### config.mk
export PLATFORM = sky130hd
export DESIGN_NAME = audio_dac_align
export DESIGN_NICKNAME = d
export VERILOG_FILES = /design/src/rtl/audio_dac_align.sv
export SDC_FILE = /design/constraint.sdc
export NUM_CORES = 1
export LEC_CHECK = 0
export BUFFER_PORTS_ARGS = -buffer_cell sky130_fd_sc_hd__buf_2
export CORE_MARGIN = 2
export CORE_UTILIZATION = 35
export DETAILED_ROUTE_END_ITERATION = 8
export GPL_TIMING_DRIVEN = 0
export HOLD_SLACK_MARGIN = 0.06
export MAX_ROUTING_LAYER = met4
export PLACE_DENSITY = 0.47
export SLEW_MARGIN = 0
export SYNTH_ARGS = -nofsm -noshare
export SYNTH_HDL_FRONTEND = slang
export SYNTH_SLANG_ARGS = --single-unit
### constraint.sdc
create_clock -name clk -period 1.6 [get_ports clk]
set_input_delay 0.32 -clock clk [delete_from_list [all_inputs] [get_ports clk]]
set_output_delay 0.32 -clock clk [all_outputs]
set_load 0.05 [all_outputs]
### src/rtl/audio_dac_align.sv
module audio_dac_align #(
  parameter int SLOT  = 32,
  parameter int DEPTH = 18
) (
  input  logic clk,
  input  logic rst_n,
  input  logic ws,
  input  logic sdata,
  output logic dac_l_data,
  output logic dac_r_data,
  output logic dac_latch
);
  localparam int PRE = SLOT - DEPTH - 1;
  localparam int LEN = SLOT + PRE;
  localparam int CW  = $clog2(SLOT);
  localparam logic [CW-1:0] LAT_AT = CW'(SLOT - 3);

  logic [LEN-1:0] chain;
  logic [CW-1:0]  cnt;
  logic           ws_q;
  logic           start;

  assign start = ws != ws_q;

  always_ff @(posedge clk) begin
    if (!rst_n) begin
      chain     <= '0;
      cnt       <= '0;
      ws_q      <= 1'b0;
      dac_latch <= 1'b0;
    end else begin
      chain     <= {chain[LEN-2:0], sdata};
      ws_q      <= ws;
      cnt       <= start ? '0 : cnt + 1'b1;
      dac_latch <= ws && !start && cnt == LAT_AT;
    end
  end

  assign dac_r_data = chain[PRE-1];
  assign dac_l_data = chain[LEN-1];

  a_r1_latch_single: assert property (@(posedge clk) disable iff (!rst_n)
    dac_latch |=> !dac_latch);

  a_r6_latch_in_right: assert property (@(posedge clk) disable iff (!rst_n)
    dac_latch |-> $past(ws));

  a_r5_reset_latch: assert property (@(posedge clk)
    !rst_n |=> !dac_latch);

  a_r5_reset_data: assert property (@(posedge clk)
    !rst_n |=> (!dac_l_data && !dac_r_data));
endmodule

### Word-level counts from Yosys, hierarchy flattened

Index checks and enable logic that the tools add are counted.

| storage, ports and cells | value |
|---|---|
| register bits after elaboration | 52 |
| logic and storage cells | 12 |
| input bits | 4 |

| cells by class | value |
|---|---|
| equal/unequal tests | 2 |
| add/sub/neg operators | 1 |
| bitwise gates (word level) | 1 |
| reductions and logical operators | 4 |

Operators with widths:

| operator | number |
|---|---|
| $add 5x1->5 const B | 1 |
| $eq 5x5->1 const B | 1 |
| $logic_and 1x1->1 | 2 |
| $reduce_or 2->1 | 1 |
| $logic_not 1->1 | 1 |
| $ne 1x1->1 | 1 |
| $not 1->1 | 1 |

### Logic depth before layout (Yosys ltp)

| depth | value |
|---|---|
| word-level depth | 4 |
| mapped depth | 4 |
| gate-level depth less buffers | 4 |

### Worst setup path before layout

No wires, ideal clock.

| timing | value |
|---|---|
| path kind | input-to-reg |
| from | in ws |
| to | reg cnt[3] |
| cell stages on the path | 3 |
| data arrival time | 1066 ps |
| path slack | 462 ps |
| path through | ha_1 -> or3b_1 -> mux2i_1 |

| between the ends | value |
|---|---|
| word-level cells in the longest chain between the ends | 2 |

RTL lines:

| what | RTL line | text |
|---|---|---|
| start, declared | 7 | `input logic ws,` |
| $ne 1x1->1 | 23 | `assign start = ws != ws_q;` |
| $reduce_or 2->1 (no source line) | - |  |
| end signal, assigned | 34 | `cnt <= start ? '0 : cnt + 1'b1;` |
| end, declared | 19 | `logic [CW-1:0] cnt;` |

Every way passes these cells.
A chain may end at the register's enable or synchronous reset.

### Final worst setup path

| timing | value |
|---|---|
| from | reg chain[12] |
| to | out dac_r_data |

RTL lines:

| what | RTL line | text |
|---|---|---|
| start, declared | 18 | `logic [LEN-1:0] chain;` |
| start signal, assigned | 32 | `chain <= {chain[LEN-2:0], sdata};` |
| end, declared | 10 | `output logic dac_r_data,` |

No word-level cell between the ends.

==> metrics <==
status=finished clean; Avg Synthesized Cell Area=12.2 sq um; crit path buf inv count=1; number of distinct library cells after synthesis=14; Fillers=392; EDFF count, synth=0; Async SR Flop Fraction=0%; GR Util met3=4.07%; Seq/Total Area, Yosys=69.5%; routing usage on met1=10.6%; number of cells on the worst reg-to-reg path=3; Flop pwr share=62.6%; DRC=0; Hold Startpoint=sdata; maximum vdd drop=0.507 mV; Setup-failing EPs final=0; GRT met2 Usage=13.0%; critical path fanouts, max=2; largest net degree at the start of global routing=15; CTS Buffer Depth=2; initial antenna violation count=0; # hold bufs at CTS=0; relative slew slack=83.4%; area of the die=4820 sq um; IO Pins=7; DP Area=1590 sq um; area occupied by registers=1040 sq um; Worst Hold Depth=2; cell-internal power=1.67 mW; placed wire-length estimate=1210 um; CP Depth=1; Skew-Pair Late Insertion Delay=290 ps; Initial Utilization=36.9%; startpoint types=register; placed cell count=179; Via Count=795; core area=4060 sq um; critical path cell sequence=buf_2; DRT iter0 DRCs=52; Cells after Synth=123; post-route ant nets=0; final net count=143; CP Data Required Time=1280 ps; Worst setup EP type=output port; switching pwr=412 uW; endpoints failing hold=0; most used routing layer=met2; TritonCTS buffer count=5; grt total ovfl=0; clock sink count=52; kind of critical path=reg -> out; CP peak stage delay=330 ps; Tmin final=1210 ps; I/O Buffers=6; Setup Skew=8.66 ps; Place WS=273 ps; R2R Path End=cnt[4]; Finished Layout Cells=187; final setup margin=387 ps; CP arrival=890 ps; Ant. Diodes=0; synthesized area=1500 sq um; worst hold path type=in -> reg; CTS tree=built; Worst R2R Start=ws_q; reg-to-reg slack, setup=420 ps; Final Max Tran Viols=0; Reg clk slew, reported paths=90 ps; number of global-route vias before repair=778; Comb power frac=2.1%; first-pass GRT wire length=3380 um; final WL=1790 um; setup TNS=0 ps; number of warnings issued by yosys=0; Vert. Die Dim=69.4 um; Clk Tree Root Cell=clkbuf_8; Multi-input gate area=428 sq um; delay-heaviest family, CP=flip-flops; Leakage=0.715 nW; Setup Buffers After CTS=0; Slew @ Worst Pin=250 ps; final instance area=1680 sq um; Area Overhead vs Synth=12.2%; fin crit share=75.8%; FP Rows=23; Slowest-stage cell, CP=dfxtp_1; CTS resizes=0; length of the first detailed-routing pass in iterations=3; layout cells sized above 1=12.4%; Switching Share=19.8%; maxcap violations=0; power density cells=1240 nW/um^2; Mapped Nets=130; GRT Util Overall=9.33%; main flop type after synthesis=dfxtp_1; RSZ-0062 raised after global routing=false; Highest Clock Rate=825 MHz; flops & latches, synth=52; wire length per cell=9.56 um; vias per cell=4.25; H-tree levels=2; Die X=69.4 um; Clock power frac=35.3%; GP Congestion=0.774; hold path endpoint=chain[0]; final core occ=41.4%
## per-layer routing
metal  wire length (um)  part of all wire, %
met1                896                   50
met2                767                   43
met3                 73                  4.1
met4                 51                  2.9
met5                  0                    0
## cells by family after synthesis
logic type | count (synthesis) | share of synthesized area, %
simple gates | 59 | 24.1
flops | 52 | 69.5
buf+inv | 6 | 1.92
fa+ha+maj | 3 | 2.51
mux | 2 | 1.34
xor+xnor | 1 | 0.585
## sequential cells by signal, indices dropped and copies added (netlist names)
signal / cells
dac_latch: 1
chain: 45
cnt: 5
ws_q: 1
## synth_stat cells, drive strengths merged, types with 2 or more instances
cell type	count	area, sq um
nor2	4	15.0
dfxtp	52	1040
mux2i	2	20.0
or3b	2	17.5
nand3	2	10.0
and2	46	288
nand3b	2	15.0
ha	3	37.5
buf	5	25.0
## area by class of cell
cell class | count | share of cell area [%]
sequential | 52 | 62.0
multi-input combinational | 65 | 25.5
clock buffer | 8 | 5.36
tap | 50 | 3.72
timing repair buffer | 6 | 1.79
buffer | 5 | 1.49
inverter | 1 | 0.223
## power by group through the flow
stage	sequential, mW	combinational, mW	clock, mW
after CTS	1.31	0.0456	0.763
after detailed placement	1.34	0.0455	0
after floorplan	1.34	0.0312	0
final	1.31	0.0443	0.736
after global placement	1.34	0.0437	0
after global routing	1.31	0.0531	0.833
## layout by cell type, fill, tap and decap left out
| cell | instances |
|---|---|
| ha_1 | 3 |
| buf_2 | 11 |
| inv_1 | 1 |
| nor2_1 | 4 |
| clkbuf_8 | 6 |
| and2_1 | 46 |
| or3b_1 | 2 |
| nand4_1 | 1 |
| mux2i_1 | 2 |
| xnor2_1 | 1 |
| clkbuf_1 | 2 |
| nand2_1 | 1 |
| nand3b_1 | 2 |
| dfxtp_1 | 52 |
| nand2b_1 | 1 |
| nand3_1 | 2 |
## metrics by stage
stage | power [mW] | hold WS [ps]
4_1_cts | 2.11 | 231
2_1_floorplan | 1.37 | 412
6_report | 2.09 | 238
5_1_grt | 2.19 | 228
3_5_place_dp | 1.38 | 419
3_3_place_gp | 1.38 | 416
## worst max path at each step
stage | start | endpoint | slack [ps]
2_1_floorplan | ws | cnt[3] | 460
3_3_place_gp | ws | cnt[3] | 310
3_5_place_dp | ws | cnt[3] | 270
4_1_cts | chain[12] | dac_r_data | 380
5_1_grt | chain[12] | dac_r_data | 330
6_report | chain[12] | dac_r_data | 390
Note: power is estimated with default switching activity, not from simulation.
